--- src/rtl/fpmd_pkg.sv ---
package fpmd_pkg;

  // operand class codes; numeric order is the ranking order
  localparam logic [1:0] CLS_ZERO = 2'd0;
  localparam logic [1:0] CLS_NUM  = 2'd1;
  localparam logic [1:0] CLS_INF  = 2'd2;
  localparam logic [1:0] CLS_NAN  = 2'd3;

  // result selector codes
  localparam logic [1:0] SEL_A    = 2'd0;
  localparam logic [1:0] SEL_B    = 2'd1;
  localparam logic [1:0] SEL_DNAN = 2'd2;
  localparam logic [1:0] SEL_MUL  = 2'd3;

  localparam int EXC_W        = 2;
  localparam int EXC_NAN_BIT  = 0;
  localparam int EXC_IMZ_BIT  = 1;
  localparam int KEY_W        = 3;

  typedef struct packed {
    logic [1:0] cls;
    logic       sign;
    logic       snan;
  } opnd_t;

  // rank key: class, then signaling flag as a tie breaker among NaNs
  function automatic logic [KEY_W-1:0] rank_key(input opnd_t o);
    return {o.cls, (o.cls == CLS_NAN) & o.snan};
  endfunction

endpackage

--- src/rtl/fpmd_rst_sync.sv ---
module fpmd_rst_sync #(
  parameter int STAGES = 2
) (
  input  logic clk,
  input  logic rst_n_in,
  output logic rst_n_out
);
  localparam int SW = (STAGES < 2) ? 2 : STAGES;

  logic [SW-1:0] chain_q;

  always_ff @(posedge clk or negedge rst_n_in) begin
    if (!rst_n_in) chain_q <= '0;
    else           chain_q <= {chain_q[SW-2:0], 1'b1};
  end

  assign rst_n_out = chain_q[SW-1];
endmodule

--- src/rtl/fpmd_order.sv ---
module fpmd_order
  import fpmd_pkg::*;
(
  input  opnd_t op_a,
  input  opnd_t op_b,
  output opnd_t op_left,
  output opnd_t op_right,
  output logic  swapped
);
  logic [KEY_W-1:0] key_a;
  logic [KEY_W-1:0] key_b;

  always_comb begin
    key_a   = rank_key(op_a);
    key_b   = rank_key(op_b);
    swapped = (key_a > key_b);
    if (swapped) begin
      op_left  = op_b;
      op_right = op_a;
    end else begin
      op_left  = op_a;
      op_right = op_b;
    end
  end
endmodule

--- src/rtl/fpmd_decide.sv ---
module fpmd_decide
  import fpmd_pkg::*;
(
  input  opnd_t            op_left,
  input  opnd_t            op_right,
  input  logic             swapped,
  output logic [1:0]       sel,
  output logic             sign,
  output logic [EXC_W-1:0] exc
);
  logic [1:0] sel_right;
  logic [1:0] sel_left;
  logic       sign_x;

  always_comb begin
    sel_right = swapped ? SEL_A : SEL_B;
    sel_left  = swapped ? SEL_B : SEL_A;
    sign_x    = op_left.sign ^ op_right.sign;
    exc       = '0;
    sel       = SEL_MUL;
    sign      = sign_x;
    if (op_right.cls == CLS_NAN) begin
      sel              = sel_right;
      exc[EXC_NAN_BIT] = 1'b1;
    end else if (op_right.cls == CLS_INF) begin
      if (op_left.cls == CLS_ZERO) begin
        sel              = SEL_DNAN;
        sign             = 1'b0;
        exc[EXC_IMZ_BIT] = 1'b1;
      end else begin
        sel = sel_right;
      end
    end else if (op_left.cls == CLS_ZERO) begin
      sel = sel_left;
    end
  end
endmodule

--- src/rtl/fpmd_mul_dispatch.sv ---
module fpmd_mul_dispatch
  import fpmd_pkg::*;
#(
  parameter int              FRAC_W    = 23,
  parameter logic [FRAC_W-1:0] DNAN_FRAC = {1'b1, {(FRAC_W-1){1'b0}}},
  parameter int              SYNC_STAGES = 2
) (
  input  logic              clk,
  input  logic              rst_n,
  input  logic              in_valid,
  input  logic [1:0]        a_cls,
  input  logic              a_sign,
  input  logic              a_snan,
  input  logic [1:0]        b_cls,
  input  logic              b_sign,
  input  logic              b_snan,
  output logic              out_valid,
  output logic [1:0]        out_sel,
  output logic              out_sign,
  output logic [1:0]        out_exc,
  output logic [FRAC_W-1:0] out_dnan_frac
);
  logic       rst_n_sync;
  opnd_t      op_a, op_b, op_l, op_r;
  logic       swapped;
  logic [1:0] dec_sel;
  logic       dec_sign;
  logic [EXC_W-1:0] dec_exc;

  logic       valid_q, valid_d;
  logic [1:0] sel_q, sel_d;
  logic       sign_q, sign_d;
  logic [EXC_W-1:0] exc_q, exc_d;

  fpmd_rst_sync #(.STAGES(SYNC_STAGES)) u_rst (
    .clk(clk), .rst_n_in(rst_n), .rst_n_out(rst_n_sync)
  );

  assign op_a = '{cls: a_cls, sign: a_sign, snan: a_snan};
  assign op_b = '{cls: b_cls, sign: b_sign, snan: b_snan};

  fpmd_order u_order (
    .op_a(op_a), .op_b(op_b), .op_left(op_l), .op_right(op_r), .swapped(swapped)
  );

  fpmd_decide u_decide (
    .op_left(op_l), .op_right(op_r), .swapped(swapped),
    .sel(dec_sel), .sign(dec_sign), .exc(dec_exc)
  );

  // next state: capture only when operands are presented
  always_comb begin
    valid_d = in_valid;
    sel_d   = sel_q;
    sign_d  = sign_q;
    exc_d   = exc_q;
    if (in_valid) begin
      sel_d  = dec_sel;
      sign_d = dec_sign;
      exc_d  = dec_exc;
    end
  end

  always_ff @(posedge clk or negedge rst_n_sync) begin
    if (!rst_n_sync) begin
      valid_q <= 1'b0;
      sel_q   <= SEL_A;
      sign_q  <= 1'b0;
      exc_q   <= '0;
    end else begin
      valid_q <= valid_d;
      sel_q   <= sel_d;
      sign_q  <= sign_d;
      exc_q   <= exc_d;
    end
  end

  assign out_valid     = valid_q;
  assign out_sel       = sel_q;
  assign out_sign      = sign_q;
  assign out_exc       = exc_q;
  assign out_dnan_frac = (sel_q == SEL_DNAN) ? DNAN_FRAC : '0;
endmodule

--- config.mk ---
export PLATFORM = sky130hd
export DESIGN_NAME = fpmd_mul_dispatch
export DESIGN_NICKNAME = d
export VERILOG_FILES = /design/src/rtl/fpmd_pkg.sv /design/src/rtl/fpmd_rst_sync.sv /design/src/rtl/fpmd_order.sv /design/src/rtl/fpmd_decide.sv /design/src/rtl/fpmd_mul_dispatch.sv
export SDC_FILE = /design/constraint.sdc
export NUM_CORES = 1
export LEC_CHECK = 0
export BUFFER_PORTS_ARGS = -buffer_cell sky130_fd_sc_hd__buf_2
export CORE_MARGIN = 2
export CORE_UTILIZATION = 40
export DETAILED_ROUTE_END_ITERATION = 8
export GPL_TIMING_DRIVEN = 1
export PLACE_DENSITY = 0.73
export SYNTH_ARGS = -nofsm -noshare
export SYNTH_HDL_FRONTEND = slang
export SYNTH_HIERARCHICAL = 1
export SYNTH_SLANG_ARGS = --single-unit
--- constraint.sdc ---
create_clock -name clk -period 1 [get_ports clk]
set_input_delay 0.15 -clock clk [delete_from_list [all_inputs] [get_ports clk]]
set_output_delay 0.15 -clock clk [all_outputs]
set_load 0.05 [all_outputs]
=== After elaboration in Yosys (flattened, before gate mapping) ===
Cells that the tools add are included.

* Register bits after elaboration: 8
* Logic and storage cells: 31
* Input port bits: 11
* Output and inout bits: 29

* Reductions and logical operators: 1
* Order comparisons: 1
* Equal/unequal tests: 5
* Bitwise logic cells: 3
* Multiplexer cells: 16

{| class="wikitable"
|+ Operators by type and width
! kind !! count
|-
| $mux 23 || 1
|-
| $eq 2x2->1 const B || 5
|-
| $mux 1 || 9
|-
| $mux 2 || 4
|-
| $mux 4 || 2
|-
| $gt 3x3->1 || 1
|-
| $and 1x1->1 || 2
|-
| $logic_not 2->1 || 1
|-
| $xor 1x1->1 || 1
|}

=== Longest topological paths before layout ===
Gate-level depths: netlist (run 1).

* Word-level depth: 8
* Mapped depth: 11
* Gate-level depth less buffers: 10

=== Cells and area by module ===
Netlist (run 1), hierarchy kept.

{| class="wikitable"
|+ Modules (own cells, without submodules)
! module !! times used !! area an instance (sq um) !! cells each !! seq. area each (sq um)
|-
| fpmd_mul_dispatch || 1 || 381.6 || 35 || 150.1
|-
| fpmd_order || 1 || 206.4 || 22 || 0.0
|-
| fpmd_decide || 1 || 76.3 || 10 || 0.0
|-
| fpmd_rst_sync || 1 || 53.8 || 3 || 50.0
|}

=== Worst setup path before layout (run 1) ===
OpenSTA, ideal clock, no wires.

* Kind: input -> register
* Start point: in b_cls[1]
* End point: reg sel_q[1] (netlist: out_sel[1])
* Data arrival time: 1.987 ns
* Cell stages on the path: 11
* Slack: -1.112 ns
* Data required time: 0.875 ns
* Setup time: 0.125 ns
* Path through: inv_1 > ha_1 > nand2_1 > o21a_1 > a31o_1 > buf_6 > mux2_4 > and2b_2 > ha_1 > nor2_1 > mux2_2

{| class="wikitable"
|+ RTL lines
! element !! line !! RTL
|-
| start: declaration || fpmd_mul_dispatch.sv:14 || <nowiki>input logic [1:0] b_cls,</nowiki>
|-
| end signal: assignment || fpmd_mul_dispatch.sv:72 || <nowiki>sel_q <= sel_d;</nowiki>
|-
| end: declaration || fpmd_mul_dispatch.sv:31 || <nowiki>logic [1:0] sel_q, sel_d;</nowiki>
|}

==> results.md, run 1 <==
- Internal: around 890 uW
- Leakage: between 0.0004 and 0.0005 uW
- Synthesized area per cell: 10.1 sq um
- Yosys warns: 6
- DRC: 0
- Core box area: roughly 1600 sq um
- Die H: 45.5 um
- Netlist Area Pre-Place: just under 700 sq um
- First-pass GRT wire length: ~1900 um
- CTS tree: done
- Global route total overflow: 0
- Worst Path Max Fanout: 3
- Final Instance Count excl. Fillers: around 110
- Worst path required time: between 1000 and 1500 ps
- Die Area: between 2000 and 2500 sq um
- Antenna viol nets, final: 0
- CTS Buf Count: 3
- Cells after Synth: between 60 and 70
- Sequential power share: between 20% and 30%
- Ant diodes: 0
- Kind of critical path: input port to register
- Maximum clock path buffer count: 2
- Drt total wl: 1260 um
- Final setup violating endpoints: 7
- HPWL after DPL: between 900 and 1000 um
- Crit path largest cell delay: about 270 ps
- Max-capacitance violation count: 0
- Hold WC Path Type: register to async pin
- Crit path max-delay cell type: ha_4
- Largest net degree at the start of global routing: 7
- Fill cells: 126
- Avg Vias per Cell: 4.48
- Starting Density: roughly 44%
- Final WS setup: -878 ps
- Clk pwr share: between 10% and 20%
- Failing checks: negative setup slack
- Crit path time final: 1880 ps
- Maximum vdd drop: approximately 1.1 mV
- Initial antenna violation count: 0
- Vias in the first global route: around 460
- Final net count: approximately 110
- # clock sinks: 8
- Final hold vios: 0
- Placed cells: approximately 110
- Fraction of layout cells with a size suffix above 1: roughly three fifths
- Input/output buffers: 17
- Clock skew: about 11 ps
- Tot GR Track Use: roughly 13%
- CTS clk-pin slew, worst paths: about 60 ps
- Fmax: 533 MHz
- Setup crit end kind: register
- Initial drt markers: 6
- Area growth syn-to-layout: 46.2%
- Final Cycle Share: 188%
- Storage cell area: a little over 200 sq um
- Routed len/inst: between 10 and 15 um
- Total Power: around 1600 uW
- Sw Pwr: 740 uW
- Die X-Extent: 45.5 um
- Area of the multi-input gates: 500 sq um
- Power Dens Cells: between 1500 and 2000 nW/um^2
- WP data arrival: ~2000 ps
- Gate power share: 58.3%
- RSZ-0062 raised after global routing: yes
- Root Buffer: clkbuf_4
- Drt pass-1 iters: 4
- IO Count: 40
- Slew Limit Fails: 0
- Row Count: 14
- Switch share: a little under half
- H-tree level count: 1
- CP Cell Sequence: buf_12 -> inv_12 -> ha_4 -> nand2_2 -> o21a_1 -> a31o_4 -> mux2_4 -> and2b_2 -> ha_4 -> nor2_1 -> mux2_4
- GPL Wtd Cong: around 0.73
- CP Launch Type: input port
- Clock Latency Late Sink: about 270 ps
- Via count: around 500
- Outcome: complete, but fails checks
==> registers in the layout (all words and copies together), names as in the netlist <==
register and count:
out_exc 2, out_sel 2, u_rst/chain_q 2, out_sign 1, out_valid 1
==> critical path: cells and delay by family <==
kind,cells,cell delay [ps]
AO/OA/AOI/OAI,2,440
adder cells (fa/ha/maj),2,530
buffers and inverters,2,120
multiplexers,2,460
AND/OR/NAND/NOR,3,310
==> cell usage in the layout (no fill, tap or decap) <==
| master | instances |
|---|---|
| a2111oi_4 | 1 |
| a21oi_1 | 3 |
| a31o_4 | 1 |
| and2_4 | 1 |
| and2b_2 | 1 |
| and3_4 | 1 |
| buf_12 | 1 |
| buf_2 | 5 |
| buf_4 | 9 |
| buf_6 | 8 |
| buf_8 | 1 |
| clkbuf_4 | 4 |
| conb_1 | 23 |
| dfrtp_1 | 7 |
| dfrtp_2 | 1 |
| dlygate4sd3_1 | 1 |
| ha_4 | 4 |
| inv_1 | 1 |
| inv_12 | 1 |
| inv_4 | 1 |
| mux2_2 | 3 |
| mux2_4 | 7 |
| nand2_1 | 1 |
| nand2_2 | 1 |
| nand3_2 | 1 |
| nor2_1 | 1 |
| nor2_2 | 1 |
| nor2b_4 | 2 |
| o21a_1 | 1 |
| o21ai_0 | 1 |
| xnor2_2 | 1 |
==> power groups by stage <==
stage               combinational (uW)  clock, uW  sequential (uW)
floorplan                          532          0              582
global placement                   767          0              416
detailed placement                 781          0              418
CTS                                880        253              419
global route                      1000        273              431
finish                             952        256              424
==> layer usage <==
layer  global-route usage, %  wire length, um  vias up
li1                        -                -      238
met1                    13.8              515      230
met2                    22.5              632       26
met3                    5.95               96        3
met4                    1.76               16        0
met5                       0                0        -
==> stage by stage <==
step                cell area (sq um)  worst slack (ps)  setup TNS, ps  hold WS [ps]  util [%]
global route                     1010              -981          -4600          98.1      64.5
floorplan                         833             -1050          -5070          -146         -
finish                           1010              -878          -4120          86.9      64.5
CTS                               942              -875          -4190          95.2      60.4
global placement                  807             -1240          -5870         -65.8      51.8
detailed placement                807             -1260          -6020         -63.1      51.8
==> worst paths after layout <==
kind                       slack, ps             start  cells past startpoint         end
max                             -880          b_cls[1]                     11  out_sel[1]
min                               90  u_rst/chain_q[1]                      0  out_exc[1]
max reg2reg                      180        out_sel[0]                      1  out_sel[0]
min reg2reg                       90  u_rst/chain_q[1]                      0  out_exc[1]
max in group asynchronous        680  u_rst/chain_q[1]                      0  out_sel[0]
min in group clk                 100          in_valid                      1   out_valid
==> final cells by class <==
class	count	area share [%]
Multi-Input combinational cell	55	49.8
Timing Repair Buffer	26	23.4
Tap cell	16	1.99
Clock buffer	3	2.24
Inverter	3	2.61
Sequential cell	8	20.0
==> what timing repair did <==
item / CTS / global route
pin swaps: 6 / 0
setup endpoints to repair: 11 / 9
hold buffers: 1 / 0
buffers inserted: 1 / 1
hold endpoints to repair: 2 / 0
resized for setup: 25 / 12
Note: power is estimated with default switching activity, not from simulation.
==> inputs of run 2 (changes only) <==
--- a/config.mk
+++ b/config.mk
@@ -8,9 +8,11 @@
 export BUFFER_PORTS_ARGS = -buffer_cell sky130_fd_sc_hd__buf_2
 export CORE_MARGIN = 2
 export CORE_UTILIZATION = 40
+export CTS_CLUSTER_SIZE = 12
 export DETAILED_ROUTE_END_ITERATION = 8
-export GPL_TIMING_DRIVEN = 1
+export GPL_TIMING_DRIVEN = 0
 export PLACE_DENSITY = 0.73
+export RECOVER_POWER = 50
 export SYNTH_ARGS = -nofsm -noshare
 export SYNTH_HDL_FRONTEND = slang
 export SYNTH_HIERARCHICAL = 1
==> results.md, run 2 (synthesis gave the netlist of run 1 again) <==
- Core box area: 1560 sq um (unchanged)
- HPWL after DPL: 1020 um (was 908 um)
- Avg Vias per Cell: 4.30 (was 4.48)
- Maximum clock path buffer count: 2 (unchanged)
- Setup crit end kind: register (unchanged)
- Area growth syn-to-layout: 64.9% (was 46.2%)
- Power Dens Cells: 1470 nW/um^2 (was 1620 nW/um^2)
- Place WS: -1340 ps (was -1260 ps)
- Max-capacitance violation count: 0 (unchanged)
- Final setup TNS: -4230 ps (was -4120 ps)
- CTS clk-pin slew, worst paths: 50 ps (was 60 ps)
- Row Count: 14 (unchanged)
- Vias in the first global route: 510 (was 455)
- Drt total wl: 1390 um (was 1260 um)
- RSZ-0062 raised after global routing: yes (unchanged)
- CTS Buf Count: 3 (unchanged)
- Final net count: 133 (was 112)
- Hold WC Path Type: register to async pin (unchanged)
- Final Cycle Share: 191% (was 188%)
- Via count: 567 (was 497)
- CP Launch Type: input port (unchanged)
- Crit path time final: 1910 ps (was 1880 ps)
- Input/output buffers: 17 (unchanged)
- Antenna viol nets, final: 0 (unchanged)
- Outcome: complete, but fails checks (unchanged)
- Final setup violating endpoints: 6 (was 7)
- Tot GR Track Use: 13.8% (was 12.6%)
- Die Area: 2070 sq um (unchanged)
- CTS tree: done (unchanged)
- Leakage: 0.000608 uW (was 0.000499 uW)
- Most frequent cells in the layout: buf_4 (30), conb_1 (23), dfrtp_1 (8), mux2_4 (7), buf_6 (7) (was conb_1 (23), buf_4 (9), buf_6 (8), mux2_4 (7), dfrtp_1 (7))
- Maximum vdd drop: 1.08 mV (was 1.07 mV)
- Die H: 45.5 um (unchanged)
- WP data arrival: 2030 ps (about the same)
- # clock sinks: 8 (unchanged)
- Largest net degree at the start of global routing: 7 (unchanged)
- DRC: 0 (unchanged)
- Clock Latency Late Sink: 250 ps (was 270 ps)
- Failing checks: negative setup slack (unchanged)
- Commonest non-fill, non-tap cell in the layout: buf_4 (was conb_1)
- Clock skew: 6.53 ps (was 10.5 ps)
- Worst Hold Slack: 85.6 ps (was 86.9 ps)
- Initial antenna violation count: 0 (unchanged)
- Kind of critical path: input port to register (unchanged)
- Initial drt markers: 3 (was 6)
- H-tree level count: 1 (unchanged)
- Die X-Extent: 45.5 um (unchanged)
- Worst Path Max Fanout: 4 (was 3)
- Placed cells: 122 (was 105)
- First-pass GRT wire length: 2080 um (was 1870 um)
- Final Instance Count excl. Fillers: 132 (was 111)
- Final WS setup: -906 ps (was -878 ps)
- Worst path required time: 1130 ps (was 1150 ps)
- Starting Density: 44.1% (unchanged)
- Slew Limit Fails: 0 (unchanged)
- Global route total overflow: 0 (unchanged)
- Fraction of layout cells with a size suffix above 1: 63.8% (was 58.9%)
- Final hold vios: 0 (unchanged)
- Root Buffer: clkbuf_4 (unchanged)
- Routed len/inst: 10.6 um (was 11.3 um)
- Fmax: 525 MHz (was 533 MHz)
- IO Count: 40 (unchanged)
- Ant diodes: 0 (unchanged)
- GPL Wtd Cong: 0.703 (was 0.732)
- Drt pass-1 iters: 3 (was 4)
run 2: cell types whose count changed in the layout (fill, tap and decap cells not counted), sizes merged:
cell and change:
buf +20, clkbuf +1
run 2: cell type report:
type	instances	area, sq um
fill	115	424
inverter	3	26.3
timing repair buffer	25	220
tap	16	20.0
clock buffer	3	22.5
multi-input combinational	55	480
sequential	8	200
buffer	22	165
run 2: path summary, 6_finish.rpt:
check	start	end	slack, ps	cells after the start
max	b_snan	out_sel[0]	-910	9
min	u_rst/chain_q[1]	out_exc[0]	90	0
max reg2reg	out_sel[0]	out_sel[0]	60	2
min reg2reg	u_rst/chain_q[1]	out_exc[0]	90	0
max in group asynchronous	rst_n	u_rst/chain_q[1]	660	2
min in group clk	in_valid	out_valid	110	1
run 2: per-layer routing:
| layer | part of all wire [%] | wire length [um] | track usage, % | vias up |
|---|---|---|---|---|
| li1 | - | - | - | 280 |
| met1 | 39 | 547 | 16.5 | 262 |
| met2 | 53 | 744 | 23.4 | 25 |
| met3 | 7.4 | 103 | 5.95 | 0 |
| met4 | 0 | 0 | 1.76 | 0 |
| met5 | 0 | 0 | 0 | - |
run 2: metrics by stage:
| stage | instance area [sq um] | util (%) | total power (uW) |
|---|---|---|---|
| 6_report | 1130 | 72.8 | 1670 |
| 2_1_floorplan | 833 | - | 1110 |
| 5_1_grt | 1130 | 72.8 | 1750 |
| 4_1_cts | 1110 | 71.3 | 1640 |
| 3_5_place_dp | 938 | 60.2 | 1250 |
| 3_3_place_gp | 938 | 60.2 | 1230 |
run 2: repair_timing:
action                                  CTS  global route
hold endpoints to repair                  2             0
endpoints found under the setup margin   11            10
pin swaps                                 7             1
gates resized for setup                  30             3
buffers inserted                          5             2
hold buffers                              1             0
run 2: critical path, stage by stage:
cell	delay, ps
buf_2	100
and3_4	180
ha_4	150
o21a_1	200
a31o_4	230
mux2_4	320
a2111oi_2	360
a21oi_1	60
mux2_2	270
run 2: power breakdown:
group,switching [uW],total [uW],internal (uW)
Clock,102,238,137
Sequential,44.5,420,375
Combinational,585,1010,426
==> inputs of run 3 (changes only) <==
--- a/config.mk
+++ b/config.mk
@@ -7,11 +7,11 @@
 export LEC_CHECK = 0
 export BUFFER_PORTS_ARGS = -buffer_cell sky130_fd_sc_hd__buf_2
 export CORE_MARGIN = 2
-export CORE_UTILIZATION = 40
+export CORE_UTILIZATION = 35
 export CTS_CLUSTER_SIZE = 12
 export DETAILED_ROUTE_END_ITERATION = 8
 export GPL_TIMING_DRIVEN = 0
-export PLACE_DENSITY = 0.73
+export PLACE_DENSITY = 0.66
 export RECOVER_POWER = 50
 export SYNTH_ARGS = -nofsm -noshare
 export SYNTH_HDL_FRONTEND = slang
==> constraint.sdc (replaced) <==
create_clock -name clk -period 2.25 [get_ports clk]
set_input_delay 0.3375 -clock clk [delete_from_list [all_inputs] [get_ports clk]]
set_output_delay 0.3375 -clock clk [all_outputs]
set_load 0.05 [all_outputs]
==> results.md, run 3 (synthesis gave the netlist of run 1 again) <==
- Outcome: finished, final reports clean (was complete, but fails checks)
- Ant diodes: 0 (unchanged)
- H-tree level count: 1 (unchanged)
- Reg2reg end: out_sel[1] (was out_sel[0])
- Fraction of layout cells with a size suffix above 1: 53.2% (was 63.8%)
- GR Layer Usage met2: 19.4% (was 23.4%)
- Fmax: between 400 and 500 MHz
- Place WS: -206 ps (was -1340 ps)
- CTS tree: done (unchanged)
- CTS clk-pin slew, worst paths: 50 ps (about the same)
- Met3 Use GR: 4.32% (was 5.95%)
- DRC: 0 (unchanged)
- Area of the multi-input gates: 420 sq um (was 480 sq um)
- GPL Wtd Cong: 0.629 (was 0.703)
- Vias in the first global route: 489 (was 510)
- Worst path required time: 2380 ps (was 1130 ps)
- Final Instance Count excl. Fillers: 138 (was 132)
- Placed cells: 133 (was 122)
- Final WS setup: 63.9 ps (was -906 ps)
- Leakage: 0.000531 uW (was 0.000608 uW)
- Total Power: 650 uW (was 1670 uW)
- Global route total overflow: 0 (unchanged)
- Final Cycle Share: 97.2%
- WP data arrival: 2320 ps (was 2030 ps)
- Most frequent cells in the layout: buf_4 (23), conb_1 (23), buf_2 (14), dfrtp_1 (8) (was buf_4 (30), conb_1 (23), dfrtp_1 (8), mux2_4 (7), buf_6 (7))
- Drt total wl: 1070 um (was 1390 um)
- Clock Latency Late Sink: 250 ps (about the same)
- Initial drt markers: 9 (was 3)
- Largest net degree at the start of global routing: 7 (unchanged)
- Routed len/inst: 7.74 um (was 10.6 um)
- Clock skew: 1.97 ps (was 6.53 ps)
- Worst Path Max Fanout: 5 (was 4)
- Avg Vias per Cell: 3.74 (was 4.30)
- Maximum vdd drop: 0.412 mV (was 1.08 mV)
- Max-capacitance violation count: 0 (unchanged)
- Grt peak-use layer: met2 (unchanged)
- Final hold vios: 0 (unchanged)
- Slew Limit Fails: 0 (unchanged)
- Area growth syn-to-layout: 40.4% (was 64.9%)
- CTS Buf Count: 3 (unchanged)
- Die H: 48.3 um (was 45.5 um)
- Initial antenna violation count: 0 (unchanged)
- Final net count: 128 (was 133)
- Core box area: 1900 sq um (was 1560 sq um)
- Hold WC Path Type: register to async pin (unchanged)
- Worst Reg2Reg Path Length in Cells: 1 (was 2)
- Starting Density: 36.2% (was 44.1%)
- Crit path max-delay cell type: ha_4 (was a2111oi_2)
- Row Count: 16 (was 14)
- Root Buffer: clkbuf_4 (unchanged)
- Crit path largest cell delay: 250 ps (was 360 ps)
- Tot GR Track Use: 10.0% (was 13.8%)
- Slew HR: between 60% and 70%
- HPWL after DPL: 939 um (was 1020 um)
- Input/output buffers: 17 (unchanged)
- Antenna viol nets, final: 0 (unchanged)
- Crit path time final: ~2200 ps
- Storage cell area: 200 sq um (unchanged)
- Slew at the pin with the worst max-slew slack: slightly below 600 ps
- Most used cell, CP: mux2_4
- Via count: 516 (was 567)
- Setup crit end kind: register (unchanged)
- Crit. Startpoint: b_cls[1] (was b_snan)
- CP Launch Type: input port (unchanged)
- Die X-Extent: 48.3 um (was 45.5 um)
- Power Dens Cells: 673 nW/um^2 (was 1470 nW/um^2)
- Kind of critical path: input port to register (unchanged)
- Worst reg-to-reg setup slack: 1470 ps (was 60 ps)
- Die Area: 2340 sq um (was 2070 sq um)
- Reg2reg start: out_sel[1] (was out_sel[0])
- IO Count: 40 (unchanged)
- Drt pass-1 iters: 4 (was 3)
- # clock sinks: 8 (unchanged)
- Met1 usage: 9.96% (was 16.5%)
- Fill cells: 193 (was 115)
- First-pass GRT wire length: 1900 um (was 2080 um)
- Final setup violating endpoints: 0 (was 6)
- Maximum clock path buffer count: 2 (unchanged)
- Setup crit end: out_sel[1] (was out_sel[0])
- CP Cell Sequence: buf_2 -> and3_1 -> ha_1 -> o21a_1 -> a31o_1 -> buf_6 -> mux2_4 -> and2b_2 -> ha_4 -> nor2_1 -> mux2_4 (was buf_2 -> and3_4 -> ha_4 -> o21a_1 -> a31o_4 -> mux2_4 -> a2111oi_2 -> a21oi_1 -> mux2_2)
[run 3: worst max-delay path, delay by kind of cell]
| kind | cells | cell delay (ps) |
|---|---|---|
| AO/OA/AOI/OAI | 2 | 410 |
| multiplexers | 2 | 460 |
| buffers and inverters | 2 | 260 |
| AND/OR/NAND/NOR | 3 | 430 |
| adder cells (fa/ha/maj) | 2 | 420 |
[run 3: routing by layer]
metal  up-vias  part of all wire [%]
li1        267                     -
met1       222                    36
met2        27                    53
met3         0                    10
met4         0                     0
met5         -                     0
[run 3: timing repair]
| item | 4_1_cts | 5_1_grt |
|---|---|---|
| resized for setup | 0 | 0 |
| endpoints found under the hold margin | 2 | 0 |
| endpoints found under the setup margin | 0 | 3 |
| hold buffers | 1 | 0 |
| buffers inserted | 0 | 1 |
[run 3: area by class of cell]
class                   count  area share [%]
plain buffers              23            18.3
clock buffers               3            2.33
inverters                   3            1.42
multi-input cells          55            43.5
flip-flops and latches      8            20.7
well taps                  27            3.50
repair buffers             19            10.2
[run 3: worst min path at each step]
| stage | from | end | slack [ps] | cells after the start |
|---|---|---|---|---|
| after CTS | u_rst/chain_q[1] | out_exc[1] | 90 | 0 |
| after global placement | u_rst/chain_q[1] | out_exc[0] | 90 | 0 |
| after global routing | u_rst/chain_q[1] | out_sel[0] | 120 | 0 |
| after detailed placement | u_rst/chain_q[1] | out_sign | 90 | 0 |
| final | u_rst/chain_q[1] | out_exc[1] | 80 | 0 |
| after floorplan | rst_n | u_rst/chain_q[0] | 40 | 0 |
[run 3: where the power goes]
group          switching [uW]  internal [uW]
registers                13.8            167
clock network            44.9           60.8
logic                     239            124
[run 3: metrics by stage]
step	area (sq um)	utilization (%)	TNS, ps	hold WS (ps)
CTS	962	50.6	0	91.5
finish	966	50.8	0	83.4
global route	966	50.8	-7.58	119
global placement	930	48.9	-625	90.3
floorplan	811	-	0	41.9
detailed placement	930	48.9	-697	90.8
